--- config.mk ---
export PLATFORM = sky130hd
export DESIGN_NAME = i2s_tx_serializer
export DESIGN_NICKNAME = d
export VERILOG_FILES = /design/src/rtl/i2s_tx_serializer.sv
export SDC_FILE = /design/constraint.sdc
export NUM_CORES = 1
export LEC_CHECK = 0
export ABC_CLOCK_PERIOD_IN_PS = 5390
export BUFFER_PORTS_ARGS = -buffer_cell sky130_fd_sc_hd__buf_4
export CAP_MARGIN = 30
export CORE_UTILIZATION = 60
export DETAILED_ROUTE_END_ITERATION = 6
export PLACE_DENSITY_LB_ADDON = 0.3
export SLEW_MARGIN = 30
export SYNTH_ARGS = -nofsm -noshare
export SYNTH_HDL_FRONTEND = slang
export SYNTH_SLANG_ARGS = --single-unit
--- constraint.sdc ---
create_clock -name clk -period 5.39 [get_ports clk]
set_clock_uncertainty 0.2 [all_clocks]
set_input_delay 1.078 -clock clk [delete_from_list [all_inputs] [get_ports clk]]
set_output_delay 1.078 -clock clk [all_outputs]
set_load 0.01 [all_outputs]
--- src/rtl/i2s_tx_serializer.sv ---
module i2s_tx_serializer #(
  parameter int SAMPLE_W = 16,
  parameter int SLOT_W   = 32,
  parameter int HALF_DIV = 4,
  parameter int MAP_W    = 4,
  parameter int CNT_W    = 32
) (
  input  logic                  clk,
  input  logic                  rst_n,
  input  logic                  glb_en,
  input  logic                  tx_en,
  input  logic                  line_en,
  input  logic                  slave_mode,
  input  logic [1:0]            fmt,
  input  logic                  bclk_inv,
  input  logic                  lrclk_inv,
  input  logic [0:0]            slot_cnt_m1,
  input  logic [2*MAP_W-1:0]    chan_map,
  input  logic                  cnt_clr,
  input  logic [SAMPLE_W-1:0]   s_data,
  input  logic                  s_valid,
  output logic                  s_ready,
  input  logic                  bclk_in,
  input  logic                  lrclk_in,
  output logic                  bclk_out,
  output logic                  lrclk_out,
  output logic                  clk_oe,
  output logic                  sdata,
  output logic                  sdata_oe,
  output logic                  underrun,
  output logic [CNT_W-1:0]      sent_cnt
);
  localparam int NSLOT   = 2;
  localparam int FRAME_B = NSLOT * SLOT_W;
  localparam int PW      = $clog2(FRAME_B);
  localparam int IW      = $clog2(NSLOT + 1);
  localparam int HW      = $clog2(HALF_DIV);
  localparam logic [1:0] FMT_STD = 2'd0, FMT_LJ = 2'd1, FMT_RJ = 2'd2;

  // external clock synchronizers and falling-edge detect
  logic [1:0] bsync, lsync;
  logic       b_prev;
  wire        b_eff_s  = bsync[1] ^ bclk_inv;
  wire        lr_eff_s = lsync[1] ^ lrclk_inv;

  always_ff @(posedge clk) begin
    if (!rst_n) begin
      bsync <= '0; lsync <= '0; b_prev <= 1'b0;
    end else begin
      bsync <= {bsync[0], bclk_in};
      lsync <= {lsync[0], lrclk_in};
      b_prev <= b_eff_s;
    end
  end

  // master bit clock divider
  logic [HW-1:0] div_q;
  logic          bclk_q;
  wire div_wrap = (div_q == HW'(HALF_DIV - 1));

  always_ff @(posedge clk) begin
    if (!rst_n) begin
      div_q <= '0; bclk_q <= 1'b0;
    end else if (!glb_en || slave_mode) begin
      div_q <= '0; bclk_q <= 1'b0;
    end else begin
      div_q <= div_wrap ? '0 : div_q + 1'b1;
      if (div_wrap) bclk_q <= ~bclk_q;
    end
  end

  wire m_fall   = glb_en && !slave_mode && div_wrap && bclk_q;
  wire s_fall   = glb_en && slave_mode && b_prev && !b_eff_s;
  wire fall_evt = m_fall || s_fall;

  // frame position
  wire       left_lvl = (fmt != FMT_STD);
  wire       s_left   = (lr_eff_s == left_lvl);
  logic [PW-1:0] pos_q, pos_n;
  logic          left_prev, lr_q;

  always_comb begin
    pos_n = pos_q + 1'b1;
    if (slave_mode && (s_left != left_prev))
      pos_n = s_left ? '0 : PW'(SLOT_W);
  end

  always_ff @(posedge clk) begin
    if (!rst_n || !glb_en) begin
      pos_q <= '1; left_prev <= 1'b0; lr_q <= 1'b0;
    end else if (fall_evt) begin
      pos_q     <= pos_n;
      left_prev <= s_left;
      lr_q      <= (pos_n < PW'(SLOT_W)) ? left_lvl : ~left_lvl;
    end
  end

  // sample buffer and frame-start load
  logic [SAMPLE_W-1:0] buf_q [NSLOT];
  logic [SAMPLE_W-1:0] sh_q  [NSLOT];
  logic [SAMPLE_W-1:0] sh_n  [NSLOT];
  logic [IW-1:0]       fill_q;
  wire  [IW-1:0]       act  = IW'(slot_cnt_m1) + IW'(1);
  wire                 full = (fill_q >= act);
  wire                 ld   = fall_evt && (pos_n == '0);
  wire                 ld_ok = ld && tx_en && full;
  wire                 acc  = s_valid && s_ready;

  assign s_ready = glb_en && tx_en && !full;

  for (genvar g = 0; g < NSLOT; g++) begin : g_slot
    wire [MAP_W-1:0] src = chan_map[g*MAP_W +: MAP_W];
    wire use_src = ld_ok && (IW'(g) < act) && (src < MAP_W'(act));
    assign sh_n[g] = ld ? (use_src ? buf_q[src[0]] : '0) : sh_q[g];
  end

  always_ff @(posedge clk) begin
    if (!rst_n || !glb_en) begin
      fill_q <= '0; underrun <= 1'b0;
      for (int i = 0; i < NSLOT; i++) begin
        buf_q[i] <= '0; sh_q[i] <= '0;
      end
    end else begin
      if (acc) begin
        buf_q[fill_q[0]] <= s_data;
        fill_q <= fill_q + 1'b1;
      end
      if (ld_ok) fill_q <= '0;
      if (ld && tx_en && !full) underrun <= 1'b1;
      for (int i = 0; i < NSLOT; i++) sh_q[i] <= sh_n[i];
    end
  end

  always_ff @(posedge clk) begin
    if (!rst_n) sent_cnt <= '0;
    else if (cnt_clr) sent_cnt <= '0;
    else if (glb_en && ld_ok) sent_cnt <= sent_cnt + CNT_W'(act);
  end

  // bit selection
  logic lj_bit, rj_bit, lj_prev, sd_q;
  always_comb begin
    int q;
    logic [SAMPLE_W-1:0] w;
    q = int'(pos_n[PW-2:0]);
    w = sh_n[pos_n[PW-1]];
    lj_bit = 1'b0;
    rj_bit = 1'b0;
    if (q < SAMPLE_W) lj_bit = w[SAMPLE_W-1-q];
    if (q >= SLOT_W - SAMPLE_W) rj_bit = w[SLOT_W-1-q];
  end

  always_ff @(posedge clk) begin
    if (!rst_n || !glb_en) begin
      lj_prev <= 1'b0; sd_q <= 1'b0;
    end else if (fall_evt) begin
      lj_prev <= lj_bit;
      case (fmt)
        FMT_STD: sd_q <= lj_prev;
        FMT_LJ:  sd_q <= lj_bit;
        FMT_RJ:  sd_q <= rj_bit;
        default: sd_q <= 1'b0;
      endcase
    end
  end

  assign bclk_out  = bclk_q ^ bclk_inv;
  assign lrclk_out = lr_q ^ lrclk_inv;
  assign clk_oe    = glb_en && !slave_mode;
  assign sdata     = sd_q && line_en;
  assign sdata_oe  = glb_en && line_en;

  p_data_on_fall_r4: assert property (@(posedge clk) disable iff (!rst_n)
    (glb_en && !fall_evt) |=> $stable(sd_q) && $stable(lr_q));

  p_frame_wrap_r1: assert property (@(posedge clk) disable iff (!rst_n)
    (glb_en && m_fall && (pos_q == '1)) |=> (pos_q == '0));

  p_sticky_r9: assert property (@(posedge clk) disable iff (!rst_n)
    (underrun && glb_en) |=> underrun);

  p_underrun_zero_r9: assert property (@(posedge clk) disable iff (!rst_n)
    (glb_en && ld && !full) |=> (sh_q[0] == '0) && (sh_q[1] == '0));

  p_count_step_r8: assert property (@(posedge clk) disable iff (!rst_n)
    (!cnt_clr && !(glb_en && ld_ok)) |=> $stable(sent_cnt));

  p_fill_bound_r10: assert property (@(posedge clk) disable iff (!rst_n)
    fill_q <= IW'(NSLOT));
endmodule

==> flow_results.xml, run 1 <==
<?xml version="1.0" encoding="UTF-8"?>
<metrics>
  <group name="outcome">
    <metric name="status" unit="">finished, final reports clean</metric>
  </group>
  <group name="global_route">
    <metric name="grt_pass1_vias" unit="">4613</metric>
    <metric name="groute.layer.met1.usage" unit="">0.362</metric>
    <metric name="grt_overflow_total" unit="">0</metric>
    <metric name="wire_length_of_the_first_global_routing_pass" unit="um">21600</metric>
    <metric name="antenna_violations_before_repair" unit="">0</metric>
    <metric name="grt_usage" unit="">0.274</metric>
    <metric name="peak_usage_layer_in_the_global_routing_report" unit="">met2</metric>
    <metric name="gr-usage-met3" unit="">0.0492</metric>
    <metric name="grt_start_max_net_pins" unit="">48</metric>
    <metric name="globalRouteMet2Util" unit="">0.440</metric>
  </group>
  <group name="sta">
    <metric name="period_share" unit="">0.705</metric>
    <metric name="final-setup-viol-count" unit="">0</metric>
    <metric name="max-slew-margin-rel" unit="">0.494</metric>
    <metric name="final-hold-violation-count" unit="">0</metric>
    <metric name="slew_viol_final" unit="">0</metric>
    <metric name="final.setup.tns" unit="ns">0</metric>
    <metric name="grt_setup_unrepaired" unit="">no</metric>
    <metric name="timing_worst_slew_pin_value" unit="ns">0.756</metric>
    <metric name="timing.fmax" unit="GHz">0.263</metric>
    <metric name="period_minus_slack" unit="ns">3.80</metric>
  </group>
  <group name="clocking">
    <metric name="cts_buffers" unit="">17</metric>
    <metric name="clock_latency_on_the_worst_skew_pair" unit="ns">0.52</metric>
    <metric name="cts_resized" unit="">0</metric>
    <metric name="htree_levels" unit="">4</metric>
    <metric name="cts.reportedPaths.clkPinSlew" unit="ns">0.06</metric>
    <metric name="tritoncts_clock_tree" unit="">built</metric>
    <metric name="cts_root_buffer" unit="">sky130_fd_sc_hd__clkbuf_8</metric>
    <metric name="clk_path_buf_depth" unit="">2</metric>
    <metric name="ctsHoldBuffers" unit="">0</metric>
    <metric name="post-cts-setup-buffer-count" unit="">0</metric>
    <metric name="cts_sinks" unit="">117</metric>
  </group>
  <group name="yosys">
    <metric name="seq_area_frac_synth" unit="">0.458</metric>
    <metric name="netlist_top_cells_count" unit="">85 x sky130_fd_sc_hd__dfxtp_1, 83 x sky130_fd_sc_hd__nor2_1, 50 x sky130_fd_sc_hd__nand2_1</metric>
    <metric name="top_count_cell_post_synth" unit="">sky130_fd_sc_hd__dfxtp_1</metric>
    <metric name="synth_enable_flop_cells" unit="">32</metric>
    <metric name="yosysTopAreaCell" unit="">sky130_fd_sc_hd__dfxtp_1</metric>
    <metric name="synth_top_cell_area_share" unit="">0.292</metric>
    <metric name="yosys_warnings" unit="">0</metric>
    <metric name="synth_area_per_cell" unit="um2">9.40</metric>
    <metric name="synth_area_leaders" unit="">sky130_fd_sc_hd__dfxtp_1 29%, sky130_fd_sc_hd__edfxtp_1 17%, sky130_fd_sc_hd__mux2i_1 7.6%</metric>
    <metric name="mappedNetlistArea" unit="um2">5820</metric>
    <metric name="synth_top_flop_cell" unit="">sky130_fd_sc_hd__dfxtp_1</metric>
    <metric name="yosys.cell_types.count" unit="">64</metric>
    <metric name="syn_nets" unit="">667</metric>
    <metric name="synth_seq_cells" unit="">117</metric>
    <metric name="syn-instance-count" unit="">619</metric>
    <metric name="synth-async-reset-ratio" unit="">0</metric>
  </group>
  <group name="finish">
    <metric name="area.growth.synth_to_final" unit="%">21.7</metric>
    <metric name="post_route_cells_drive_above_1_share" unit="">0.193</metric>
    <metric name="count_of_inserted_antenna_diode_cells" unit="">0</metric>
    <metric name="nets" unit="">740</metric>
    <metric name="final_design_area_no_fill" unit="um2">7080</metric>
  </group>
  <group name="min_path">
    <metric name="min-delay-path-class" unit="">register to register</metric>
  </group>
  <group name="setup_path">
    <metric name="critical_path_arrival" unit="ns">4.05</metric>
    <metric name="worstSetupStartpointType" unit="">input pin</metric>
    <metric name="worst-r2r-cell-count" unit="">10</metric>
    <metric name="reg2reg_to" unit="">lj_prev$_SDFFE_PP0N_</metric>
    <metric name="worst_ep_required_time" unit="ns">5.64</metric>
    <metric name="setup.worst_path.class" unit="">input pin to register</metric>
    <metric name="reg2reg_slack" unit="ns">1.73</metric>
    <metric name="critical_path_sink" unit="">lj_prev$_SDFFE_PP0N_</metric>
    <metric name="cp-startpoint" unit="">slot_cnt_m1</metric>
    <metric name="element_type_at_the_critical_path_end" unit="">register</metric>
    <metric name="regToRegStartpoint" unit="">pos_q[0]$_SDFFE_PP1N_</metric>
    <metric name="path_max_fanout" unit="">17</metric>
  </group>
  <group name="route">
    <metric name="antenna_left" unit="">0</metric>
    <metric name="dr_total_vias" unit="">4753</metric>
    <metric name="wl" unit="um">13200</metric>
    <metric name="routed_wire_length_per_instance" unit="um">15.8</metric>
    <metric name="routed_via_density" unit="">5.70</metric>
    <metric name="drt_first_pass_iters" unit="">4</metric>
    <metric name="drcViolationCount" unit="">0</metric>
    <metric name="detailedRoute.firstIterationViolations" unit="">324</metric>
  </group>
  <group name="floorplanning">
    <metric name="initial_utilization" unit="">0.624</metric>
    <metric name="dieArea" unit="um2">10100</metric>
    <metric name="num_rows" unit="">35</metric>
    <metric name="io_pins" unit="">78</metric>
    <metric name="fp.dieH" unit="um">100</metric>
    <metric name="design.core.area" unit="um2">9330</metric>
    <metric name="die-width" unit="um">100</metric>
  </group>
  <group name="pwr">
    <metric name="p_per_area" unit="nW/um2">309</metric>
    <metric name="static-leakage-power" unit="uW">0.00284</metric>
    <metric name="irDropWorstVdd" unit="mV">0.231</metric>
  </group>
  <group name="job">
    <metric name="timing.max_cap.violations" unit="">0</metric>
  </group>
  <group name="placed_design">
    <metric name="gp_congestion" unit="">0.880</metric>
    <metric name="detailedPlacementHpwl" unit="um">9220</metric>
    <metric name="numPortBuffers" unit="">77</metric>
    <metric name="place_area" unit="um2">6490</metric>
  </group>
</metrics>
## area by class of cell
class | count | area [um2]
clock buffers | 22 | 477
multi-input cells | 457 | 2970
fillers | 613 | 2240
inverters | 12 | 45.0
well taps | 129 | 161
flip-flops and latches | 117 | 2660
repair buffers | 87 | 653
clock inverters | 10 | 120
## worst min path at each step
stage,startpoint,endpoint,slack [ns],depth (start not counted)
3_3_place_gp,bsync[0]$_SDFF_PN0_,bsync[1]$_SDFF_PN0_,0.22,1
3_5_place_dp,div_q[0]$_SDFF_PP0_,div_q[0]$_SDFF_PP0_,0.22,1
2_1_floorplan,div_q[0]$_SDFF_PP0_,div_q[0]$_SDFF_PP0_,0.21,1
6_report,div_q[0]$_SDFF_PP0_,div_q[0]$_SDFF_PP0_,0.23,1
5_1_grt,div_q[0]$_SDFF_PP0_,div_q[0]$_SDFF_PP0_,0.25,1
4_1_cts,div_q[0]$_SDFF_PP0_,div_q[0]$_SDFF_PP0_,0.23,1
## power by group
part / internal, uW / switching, uW
Combinational: 61.8 / 87.9
Sequential: 917 / 7.82
Clock: 713 / 401
Total: 1690 / 497
## sequential cells by signal, indices dropped and copies added, names as in the netlist, 2 cells and up
| register | cells |
|---|---|
| buf_q | 32 |
| sent_cnt | 32 |
| sh_q | 32 |
| pos_q | 6 |
| bsync | 2 |
| div_q | 2 |
| fill_q | 2 |
| lsync | 2 |
## logic make-up after synthesis
kind of cell             Yosys count  synth area share
buffers and inverters             45            0.0329
adder cells (fa/ha/maj)            9            0.0206
XOR/XNOR                          37            0.0621
flip-flops                       117             0.458
AO/OA/AOI/OAI                     96             0.114
AND/OR/NAND/NOR                  268             0.231
multiplexers                      47            0.0815
## critical path: stages
cell,delay (ns)
sky130_fd_sc_hd__buf_4,0.12
sky130_fd_sc_hd__inv_1,0.20
sky130_fd_sc_hd__ha_1,0.28
sky130_fd_sc_hd__nor2_1,0.08
sky130_fd_sc_hd__nor4b_1,0.36
sky130_fd_sc_hd__nand3_1,0.12
sky130_fd_sc_hd__buf_4,0.21
sky130_fd_sc_hd__nor4bb_1,0.31
sky130_fd_sc_hd__a2111oi_0,0.12
sky130_fd_sc_hd__a311oi_1,0.30
sky130_fd_sc_hd__o2111ai_1,0.15
sky130_fd_sc_hd__a32oi_1,0.41
sky130_fd_sc_hd__nand4_1,0.15
sky130_fd_sc_hd__a21oi_1,0.16
## placed cells by master, fill, tap and decap left out, types with 5 or more instances in the layout
master                       n
sky130_fd_sc_hd__and3_1      6
sky130_fd_sc_hd__o21ai_0    10
sky130_fd_sc_hd__edfxtp_1   32
sky130_fd_sc_hd__nand2_1    50
sky130_fd_sc_hd__nand3_1    18
sky130_fd_sc_hd__clkbuf_8    5
sky130_fd_sc_hd__and2_1     42
sky130_fd_sc_hd__dfxtp_1    85
sky130_fd_sc_hd__buf_4      87
sky130_fd_sc_hd__xor2_1     24
sky130_fd_sc_hd__clkbuf_16  16
sky130_fd_sc_hd__nor2_1     83
sky130_fd_sc_hd__a21oi_1    38
sky130_fd_sc_hd__ha_1        8
sky130_fd_sc_hd__or3_1       7
sky130_fd_sc_hd__mux2i_1    44
sky130_fd_sc_hd__inv_1      12
sky130_fd_sc_hd__xnor2_1    10
sky130_fd_sc_hd__nand4_1     8
sky130_fd_sc_hd__nor3_1     27
sky130_fd_sc_hd__o211ai_1    9
## stage by stage
step	hold slack, ns	instances	setup slack (ns)	total power, uW	util
2_1_floorplan	0.207	619	1.39	1040	-
6_report	0.233	834	1.59	2190	0.759
4_1_cts	0.232	834	1.67	2200	0.759
3_5_place_dp	0.223	802	1.14	1090	0.696
3_3_place_gp	0.216	802	1.27	1090	0.696
5_1_grt	0.250	834	1.45	2260	0.759
## layer usage
layer	routed length, um	up-vias	part of all wire
met5	0	-	0
met4	246	0	0.019
met3	653	26	0.050
met2	6320	142	0.48
met1	5950	2254	0.45
li1	-	2331	-
(Power assumes the default switching activity.)
==> run 2, diff against run 1 <==
--- a/config.mk
+++ b/config.mk
@@ -5,10 +5,10 @@
 export SDC_FILE = /design/constraint.sdc
 export NUM_CORES = 1
 export LEC_CHECK = 0
-export ABC_CLOCK_PERIOD_IN_PS = 5390
+export ABC_CLOCK_PERIOD_IN_PS = 3600
 export BUFFER_PORTS_ARGS = -buffer_cell sky130_fd_sc_hd__buf_4
 export CAP_MARGIN = 30
-export CORE_UTILIZATION = 60
+export CORE_UTILIZATION = 58
 export DETAILED_ROUTE_END_ITERATION = 6
 export PLACE_DENSITY_LB_ADDON = 0.3
 export SLEW_MARGIN = 30
==> constraint.sdc (replaced) <==
create_clock -name clk -period 3.6 [get_ports clk]
set_clock_uncertainty 0.2 [all_clocks]
set_input_delay 0.72 -clock clk [delete_from_list [all_inputs] [get_ports clk]]
set_output_delay 0.72 -clock clk [all_outputs]
set_load 0.01 [all_outputs]
==> run 2 against run 1 <==
  * Non-clock buffer count up 11
  * Via count up 3.0%
  * Total power up 49%
  * Utilization down 2.3 points
  * Routed wire length up 6.8%
  * Hold slack worse by 0.014 ns
  * Worst setup slack worse by 1.2 ns
  * Critical path depth down 4
  * Largest cell class unchanged
  * First-iteration DRC count up 0.93%
==> flow_results.xml, run 2 (synthesized netlist as in run 1, its figures left out) <==
<?xml version="1.0" encoding="UTF-8"?>
<metrics>
  <group name="min_path">
    <metric name="min-delay-path-class" unit="">input pin to register</metric>
    <metric name="whs_path_depth" unit="">2</metric>
    <metric name="hold_start" unit="">bclk_in</metric>
  </group>
  <group name="pwr">
    <metric name="power_switching" unit="uW">737</metric>
    <metric name="static-leakage-power" unit="uW">0.00287</metric>
    <metric name="pwr-share-clk" unit="">0.504</metric>
    <metric name="p_per_area" unit="nW/um2">455</metric>
    <metric name="power" unit="uW">3260</metric>
    <metric name="sequentialPowerShare" unit="">0.425</metric>
    <metric name="p_int" unit="uW">2520</metric>
    <metric name="pwr-share-comb" unit="">0.072</metric>
    <metric name="irDropWorstVdd" unit="mV">0.369</metric>
    <metric name="sw_frac_of_total" unit="">0.226</metric>
  </group>
  <group name="floorplanning">
    <metric name="design.core.area" unit="um2">9730</metric>
    <metric name="die-width" unit="um">102</metric>
    <metric name="io_pins" unit="">78</metric>
    <metric name="dieArea" unit="um2">10400</metric>
    <metric name="initial_utilization" unit="">0.598</metric>
    <metric name="num_rows" unit="">36</metric>
    <metric name="fp.dieH" unit="um">102</metric>
  </group>
  <group name="finish">
    <metric name="post_route_cells_drive_above_1_share" unit="">0.201</metric>
    <metric name="most_common_cell_after_layout_fill_and_taps_aside" unit="">sky130_fd_sc_hd__buf_4</metric>
    <metric name="nets" unit="">751</metric>
    <metric name="final_design_area_no_fill" unit="um2">7170</metric>
    <metric name="final_cell_mix" unit="">97 x sky130_fd_sc_hd__buf_4, 85 x sky130_fd_sc_hd__dfxtp_1, 83 x sky130_fd_sc_hd__nor2_1</metric>
    <metric name="layout.cells.non_filler" unit="">849</metric>
    <metric name="area.growth.synth_to_final" unit="%">23.2</metric>
    <metric name="layout_top_registers" unit="">buf_q (32), sent_cnt (32), sh_q (32)</metric>
    <metric name="count_of_inserted_antenna_diode_cells" unit="">0</metric>
    <metric name="fillers" unit="">691</metric>
    <metric name="postLayoutCoreUtil" unit="">0.737</metric>
  </group>
  <group name="sta">
    <metric name="max-slew-margin-rel" unit="">0.559</metric>
    <metric name="slew_viol_final" unit="">0</metric>
    <metric name="final-hold-violation-count" unit="">0</metric>
    <metric name="timing_worst_slew_pin_value" unit="ns">0.645</metric>
    <metric name="period_share" unit="">0.883</metric>
    <metric name="timing.fmax" unit="GHz">0.315</metric>
    <metric name="final-setup-viol-count" unit="">0</metric>
    <metric name="grt_setup_unrepaired" unit="">no</metric>
    <metric name="layout_setup_ws" unit="ns">0.421</metric>
    <metric name="period_minus_slack" unit="ns">3.18</metric>
  </group>
  <group name="route">
    <metric name="detailedRoute.firstIterationViolations" unit="">327</metric>
    <metric name="met2_wirelength_from_detailed_routing" unit="um">7060</metric>
    <metric name="drcViolationCount" unit="">0</metric>
    <metric name="highest-signal-layer" unit="">met4</metric>
    <metric name="dr_total_vias" unit="">4897</metric>
    <metric name="drt_first_pass_iters" unit="">5</metric>
    <metric name="antenna_left" unit="">0</metric>
    <metric name="routed_wire_length_per_instance" unit="um">16.6</metric>
    <metric name="met3RoutedLength" unit="um">823</metric>
    <metric name="routed_via_density" unit="">5.77</metric>
    <metric name="wl" unit="um">14100</metric>
    <metric name="met1Wirelength" unit="um">5970</metric>
  </group>
  <group name="job">
    <metric name="timing.max_cap.violations" unit="">0</metric>
  </group>
  <group name="global_route">
    <metric name="grt_overflow_total" unit="">0</metric>
    <metric name="grt_usage" unit="">0.281</metric>
    <metric name="wire_length_of_the_first_global_routing_pass" unit="um">22200</metric>
    <metric name="grt_start_max_net_pins" unit="">48</metric>
    <metric name="grt_pass1_vias" unit="">4667</metric>
    <metric name="antenna_violations_before_repair" unit="">0</metric>
  </group>
  <group name="setup_path">
    <metric name="critical-path-max-stage-delay" unit="ns">0.62</metric>
    <metric name="cp-startpoint" unit="">pos_q[1]$_SDFFE_PP1N_</metric>
    <metric name="element_type_at_the_critical_path_end" unit="">register</metric>
    <metric name="cp_slowest_cell" unit="">sky130_fd_sc_hd__a2111oi_0</metric>
    <metric name="worst-r2r-cell-count" unit="">10</metric>
    <metric name="regToRegStartpoint" unit="">pos_q[1]$_SDFFE_PP1N_</metric>
    <metric name="cpLargestDelayFamily" unit="">compound AO/OA/AOI/OAI gates</metric>
    <metric name="worstPathCellList" unit="">ha_1 -&gt; nor4_1 -&gt; a211oi_4 -&gt; a2111oi_0 -&gt; a211oi_1 -&gt; o21bai_1 -&gt; nand3_1 -&gt; a32oi_1 -&gt; nand4_1 -&gt; a21oi_1</metric>
    <metric name="setup.worst_path.class" unit="">register to register</metric>
    <metric name="reg2reg_to" unit="">lj_prev$_SDFFE_PP0N_</metric>
    <metric name="worstSetupStartpointType" unit="">register</metric>
    <metric name="reg2reg_slack" unit="ns">0.42</metric>
    <metric name="critical_path_arrival" unit="ns">3.42</metric>
    <metric name="critical_path_sink" unit="">lj_prev$_SDFFE_PP0N_</metric>
    <metric name="critical_path.n_buffers_inverters" unit="">0</metric>
    <metric name="path_max_fanout" unit="">6</metric>
    <metric name="path_depth" unit="">10</metric>
    <metric name="worst_ep_required_time" unit="ns">3.84</metric>
  </group>
  <group name="clocking">
    <metric name="cts_sinks" unit="">117</metric>
    <metric name="clock_latency_on_the_worst_skew_pair" unit="ns">0.51</metric>
    <metric name="cts_root_buffer" unit="">sky130_fd_sc_hd__clkbuf_8</metric>
    <metric name="post-cts-setup-buffer-count" unit="">0</metric>
    <metric name="tritoncts_clock_tree" unit="">built</metric>
    <metric name="clk_path_buf_depth" unit="">2</metric>
    <metric name="cts.reportedPaths.clkPinSlew" unit="ns">0.06</metric>
    <metric name="htree_levels" unit="">4</metric>
    <metric name="cts_resized" unit="">0</metric>
    <metric name="ctsHoldBuffers" unit="">0</metric>
    <metric name="cts_buffers" unit="">17</metric>
  </group>
  <group name="placed_design">
    <metric name="place_area" unit="um2">6590</metric>
    <metric name="detailedPlacementHpwl" unit="um">9810</metric>
    <metric name="place_inst" unit="">817</metric>
    <metric name="worst_setup_timing_slack_at_the_placement_stage" unit="ns">-0.0468</metric>
    <metric name="gp_congestion" unit="">0.801</metric>
    <metric name="numPortBuffers" unit="">77</metric>
  </group>
  <group name="outcome">
    <metric name="status" unit="">finished, final reports clean</metric>
  </group>
</metrics>
==> run 2: changes by cell type in the layout (fill, tap and decap cells not counted), sizes merged <==
cell / delta
inv: -1
clkinvlp: +2
buf: +11
clkbuf: -2
bufinv: +1
==> run 2: layout make-up <==
| type | count | area, um2 | area share |
|---|---|---|---|
| clock buffers | 20 | 425 | 0.0593 |
| clock inverters | 12 | 156 | 0.0218 |
| flip-flops and latches | 117 | 2660 | 0.371 |
| repair buffers | 98 | 748 | 0.104 |
| well taps | 133 | 166 | 0.0232 |
| multi-input cells | 457 | 2970 | 0.414 |
| inverters | 12 | 45.0 | 0.00628 |
==> run 2: worst reg2reg max path: stages (launching register included) <==
cell,delay [ns]
sky130_fd_sc_hd__dfxtp_1,0.36
sky130_fd_sc_hd__ha_1,0.25
sky130_fd_sc_hd__nor4_1,0.50
sky130_fd_sc_hd__a211oi_4,0.14
sky130_fd_sc_hd__a2111oi_0,0.62
sky130_fd_sc_hd__a211oi_1,0.11
sky130_fd_sc_hd__o21bai_1,0.17
sky130_fd_sc_hd__nand3_1,0.09
sky130_fd_sc_hd__a32oi_1,0.35
sky130_fd_sc_hd__nand4_1,0.16
sky130_fd_sc_hd__a21oi_1,0.16
==> run 2: metal layers <==
layer | global-route usage | vias up
met4 | 0.0978 | 0
met1 | 0.350 | 2341
li1 | - | 2361
met2 | 0.470 | 173
met3 | 0.0766 | 22
met5 | 0 | -
==> run 2: worst min path at each step <==
stage                                to  slack [ns]
floorplan           div_q[0]$_SDFF_PP0_        0.21
global placement    div_q[0]$_SDFF_PP0_        0.22
detailed placement  div_q[0]$_SDFF_PP0_        0.23
CTS                 bsync[0]$_SDFF_PN0_        0.20
global route        bsync[0]$_SDFF_PN0_        0.21
finish              bsync[0]$_SDFF_PN0_        0.22
==> run 2: power by group through the flow <==
| stage | logic [uW] | clock network, uW | registers [uW] |
|---|---|---|---|
| floorplan | 149 | 0 | 1410 |
| global placement | 223 | 0 | 1410 |
| detailed placement | 231 | 0 | 1410 |
| CTS | 233 | 1660 | 1380 |
| global route | 253 | 1730 | 1390 |
| finish | 234 | 1640 | 1380 |
==> run 2: per-stage QoR <==
step	hold slack (ns)	TNS, ns
after floorplan	0.207	-1.28
after global placement	0.217	0
after detailed placement	0.229	-0.0468
after CTS	0.198	0
after global routing	0.208	0
final	0.218	0
==> run 3, diff against run 2 <==
--- a/config.mk
+++ b/config.mk
@@ -5,10 +5,13 @@
 export SDC_FILE = /design/constraint.sdc
 export NUM_CORES = 1
 export LEC_CHECK = 0
+export ABC_AREA = 1
 export ABC_CLOCK_PERIOD_IN_PS = 3600
 export BUFFER_PORTS_ARGS = -buffer_cell sky130_fd_sc_hd__buf_4
 export CAP_MARGIN = 30
-export CORE_UTILIZATION = 58
+export CELL_PAD_IN_SITES_DETAIL_PLACEMENT = 1
+export CELL_PAD_IN_SITES_GLOBAL_PLACEMENT = 2
+export CORE_UTILIZATION = 33
 export DETAILED_ROUTE_END_ITERATION = 6
 export PLACE_DENSITY_LB_ADDON = 0.3
 export SLEW_MARGIN = 30
==> constraint.sdc (replaced) <==
create_clock -name clk -period 3.6 [get_ports clk]
set_clock_uncertainty 0.2 [all_clocks]
set_input_delay 0.54 -clock clk [delete_from_list [all_inputs] [get_ports clk]]
set_output_delay 0.54 -clock clk [all_outputs]
set_load 0.01 [all_outputs]
==> run 3 against run 2 <==
  * Critical endpoint is now sent_cnt[28]$_SDFFE_PP0P_
  * Routed wire length is 24% higher
  * Cell area is 5.1% higher
  * Worst setup slack better by 0.038 ns
  * Sequential cell count stayed put
  * Register-to-register slack better by 0.04 ns
  * Via count is 14% higher
  * Largest cell class unchanged
  * Final cell count is 33% higher
==> flow_results.xml, run 3 <==
<?xml version="1.0" encoding="UTF-8"?>
<metrics>
  <group name="pwr">
    <metric name="irDropWorstVdd" unit="mV">0.313</metric>
    <metric name="p_per_area" unit="nW/um2">443</metric>
    <metric name="static-leakage-power" unit="uW">0.00324</metric>
    <metric name="power" unit="uW">3330</metric>
  </group>
  <group name="clocking">
    <metric name="clk_path_buf_depth" unit="">2</metric>
    <metric name="tritoncts_clock_tree" unit="">built</metric>
    <metric name="cts_sinks" unit="">117</metric>
    <metric name="cts_buffers" unit="">17</metric>
    <metric name="cts_resized" unit="">0</metric>
    <metric name="clock_latency_on_the_worst_skew_pair" unit="ns">0.42</metric>
    <metric name="ctsHoldBuffers" unit="">0</metric>
    <metric name="cts.reportedPaths.clkPinSlew" unit="ns">0.06</metric>
    <metric name="cts_root_buffer" unit="">sky130_fd_sc_hd__clkbuf_16</metric>
    <metric name="post-cts-setup-buffer-count" unit="">0</metric>
    <metric name="htree_levels" unit="">4</metric>
  </group>
  <group name="finish">
    <metric name="most_common_cell_after_layout_fill_and_taps_aside" unit="">sky130_fd_sc_hd__nand2_1</metric>
    <metric name="area.growth.synth_to_final" unit="%">24.1</metric>
    <metric name="final_design_area_no_fill" unit="um2">7530</metric>
    <metric name="final_cell_mix" unit="">158 x sky130_fd_sc_hd__nand2_1, 121 x sky130_fd_sc_hd__nor2_1, 104 x sky130_fd_sc_hd__inv_1</metric>
    <metric name="post_route_cells_drive_above_1_share" unit="">0.184</metric>
    <metric name="nets" unit="">935</metric>
    <metric name="layout_top_registers" unit="">buf_q (32), sent_cnt (32), sh_q (32)</metric>
    <metric name="multi_input_comb_area" unit="um2">2880</metric>
    <metric name="count_of_inserted_antenna_diode_cells" unit="">0</metric>
    <metric name="sequential_cell_area" unit="um2">2660</metric>
    <metric name="fillers" unit="">2247</metric>
  </group>
  <group name="sta">
    <metric name="max-slew-margin-rel" unit="">0.539</metric>
    <metric name="period_minus_slack" unit="ns">3.14</metric>
    <metric name="timing_worst_slew_pin_value" unit="ns">0.691</metric>
    <metric name="period_share" unit="">0.872</metric>
    <metric name="final-hold-violation-count" unit="">0</metric>
    <metric name="final.setup.tns" unit="ns">0</metric>
    <metric name="slew_viol_final" unit="">0</metric>
    <metric name="final-setup-viol-count" unit="">0</metric>
    <metric name="layout_setup_ws" unit="ns">0.459</metric>
    <metric name="timing.fmax" unit="GHz">0.318</metric>
    <metric name="grt_setup_unrepaired" unit="">no</metric>
    <metric name="timing.hold.ws" unit="ns">0.114</metric>
  </group>
  <group name="global_route">
    <metric name="antenna_violations_before_repair" unit="">0</metric>
    <metric name="grt_start_max_net_pins" unit="">49</metric>
    <metric name="grt_overflow_total" unit="">0</metric>
    <metric name="grt_pass1_vias" unit="">5457</metric>
    <metric name="grt_usage" unit="">0.191</metric>
    <metric name="wire_length_of_the_first_global_routing_pass" unit="um">27800</metric>
  </group>
  <group name="route">
    <metric name="wl" unit="um">17400</metric>
    <metric name="dr_total_vias" unit="">5575</metric>
    <metric name="detailedRoute.firstIterationViolations" unit="">203</metric>
    <metric name="routed_via_density" unit="">4.94</metric>
    <metric name="met2_wirelength_from_detailed_routing" unit="um">8210</metric>
    <metric name="antenna_left" unit="">0</metric>
    <metric name="routed_wire_length_per_instance" unit="um">15.4</metric>
    <metric name="met1Wirelength" unit="um">8520</metric>
    <metric name="met3RoutedLength" unit="um">566</metric>
    <metric name="highest-signal-layer" unit="">met4</metric>
    <metric name="drcViolationCount" unit="">0</metric>
    <metric name="drt_first_pass_iters" unit="">4</metric>
  </group>
  <group name="yosys">
    <metric name="yosysTopAreaCell" unit="">sky130_fd_sc_hd__dfxtp_1</metric>
    <metric name="netlist_top_cells_count" unit="">158 x sky130_fd_sc_hd__nand2_1, 121 x sky130_fd_sc_hd__nor2_1, 104 x sky130_fd_sc_hd__inv_1</metric>
    <metric name="yosys_warnings" unit="">0</metric>
    <metric name="syn_nets" unit="">852</metric>
    <metric name="yosys.cell_types.count" unit="">46</metric>
    <metric name="mappedNetlistArea" unit="um2">6070</metric>
    <metric name="synth_top_cell_area_share" unit="">0.280</metric>
    <metric name="synth_area_leaders" unit="">sky130_fd_sc_hd__dfxtp_1 28%, sky130_fd_sc_hd__edfxtp_1 16%, sky130_fd_sc_hd__nand2_1 9.8%</metric>
    <metric name="synth-async-reset-ratio" unit="">0</metric>
    <metric name="synth_seq_cells" unit="">117</metric>
    <metric name="top_count_cell_post_synth" unit="">sky130_fd_sc_hd__nand2_1</metric>
    <metric name="synth_area_per_cell" unit="um2">7.55</metric>
    <metric name="synth_enable_flop_cells" unit="">32</metric>
    <metric name="seq_area_frac_synth" unit="">0.439</metric>
    <metric name="synth_top_flop_cell" unit="">sky130_fd_sc_hd__dfxtp_1</metric>
    <metric name="syn-instance-count" unit="">804</metric>
  </group>
  <group name="floorplanning">
    <metric name="io_pins" unit="">78</metric>
    <metric name="die-width" unit="um">138</metric>
    <metric name="dieArea" unit="um2">18900</metric>
    <metric name="num_rows" unit="">49</metric>
    <metric name="design.core.area" unit="um2">18000</metric>
    <metric name="initial_utilization" unit="">0.337</metric>
    <metric name="fp.dieH" unit="um">138</metric>
  </group>
  <group name="min_path">
    <metric name="min-delay-path-class" unit="">input pin to register</metric>
  </group>
  <group name="placed_design">
    <metric name="detailedPlacementHpwl" unit="um">12900</metric>
    <metric name="worst_setup_timing_slack_at_the_placement_stage" unit="ns">0.0574</metric>
    <metric name="place_area" unit="um2">6940</metric>
    <metric name="gp_congestion" unit="">0.819</metric>
    <metric name="numPortBuffers" unit="">77</metric>
  </group>
  <group name="outcome">
    <metric name="status" unit="">finished, final reports clean</metric>
  </group>
  <group name="setup_path">
    <metric name="worstSetupStartpointType" unit="">input pin</metric>
    <metric name="element_type_at_the_critical_path_end" unit="">register</metric>
    <metric name="worst_ep_required_time" unit="ns">3.68</metric>
    <metric name="setup.worst_path.class" unit="">input pin to register</metric>
    <metric name="path_max_fanout" unit="">6</metric>
    <metric name="critical_path_arrival" unit="ns">3.22</metric>
  </group>
  <group name="job">
    <metric name="timing.max_cap.violations" unit="">0</metric>
  </group>
</metrics>
-- run 3: cell types whose count changed after synthesis, sizes merged, moves of 28 or more --
cell   before  now
and2       42    1
nor2       85  131
o21ai      14   42
inv        12  106
nand2      51  164
mux2i      44    0
-- run 3: per-layer routing --
layer | track usage | vias to the layer above
met3 | 0.0449 | 11
met5 | 0 | -
met1 | 0.259 | 2657
met2 | 0.302 | 87
li1 | - | 2820
met4 | 0.0495 | 0
-- run 3: path summary, 6_finish.rpt --
kind                                     to  slack (ns)  cells past startpoint                 from
setup / recovery  sent_cnt[28]$_SDFFE_PP0P_        0.46                     16          slot_cnt_m1
hold / removal          bsync[0]$_SDFF_PN0_        0.11                      3              bclk_in
setup reg to reg  sent_cnt[29]$_SDFFE_PP0P_        0.46                     19  lsync[1]$_SDFF_PN0_
hold reg to reg         bsync[1]$_SDFF_PN0_        0.21                      2  bsync[0]$_SDFF_PN0_
-- run 3: worst max-delay path: stages --
cell                       delay, ns
sky130_fd_sc_hd__buf_4          0.13
sky130_fd_sc_hd__inv_1          0.21
sky130_fd_sc_hd__ha_1           0.24
sky130_fd_sc_hd__inv_1          0.07
sky130_fd_sc_hd__fa_1           0.42
sky130_fd_sc_hd__nor3_1         0.34
sky130_fd_sc_hd__nand2_2        0.13
sky130_fd_sc_hd__nor3_4         0.18
sky130_fd_sc_hd__nand2_2        0.11
sky130_fd_sc_hd__nor2_4         0.15
sky130_fd_sc_hd__nand3b_2       0.14
sky130_fd_sc_hd__nor2_2         0.12
sky130_fd_sc_hd__nand2_1        0.12
sky130_fd_sc_hd__nor2_2         0.12
sky130_fd_sc_hd__nand2_1        0.05
sky130_fd_sc_hd__nor3b_2        0.14
-- run 3: cells by family (layout without fill, tap and decap cells) --
| kind of cell | Yosys count | after routing | synth area share |
|---|---|---|---|
| simple gates | 398 | 398 | 0.302 |
| flops | 117 | 117 | 0.439 |
| fa+ha+maj | 9 | 9 | 0.0198 |
| xor+xnor | 9 | 9 | 0.0130 |
| compound gates | 132 | 132 | 0.139 |
| buf+inv | 139 | 235 | 0.0878 |
-- run 3: report_power, final --
group          internal (uW)  leakage [uW]  switching, uW
clock network           1080      0.000277            619
registers               1380       0.00104           11.5
logic                   89.3       0.00192            162
-- run 3: metrics by stage --
step,utilization,std cells
2_1_floorplan,-,804
3_3_place_gp,0.385,1097
3_5_place_dp,0.385,1097
4_1_cts,0.418,1129
5_1_grt,0.418,1129
6_report,0.418,1129
-- run 3: final cells by class --
class	count	area share
Multi-Input combinational cell	548	0.382
Timing Repair Buffer	95	0.0947
Tap cell	229	0.0380
Inverter	108	0.0540
Clock inverter	15	0.0218
Sequential cell	117	0.353
Clock buffer	17	0.0565
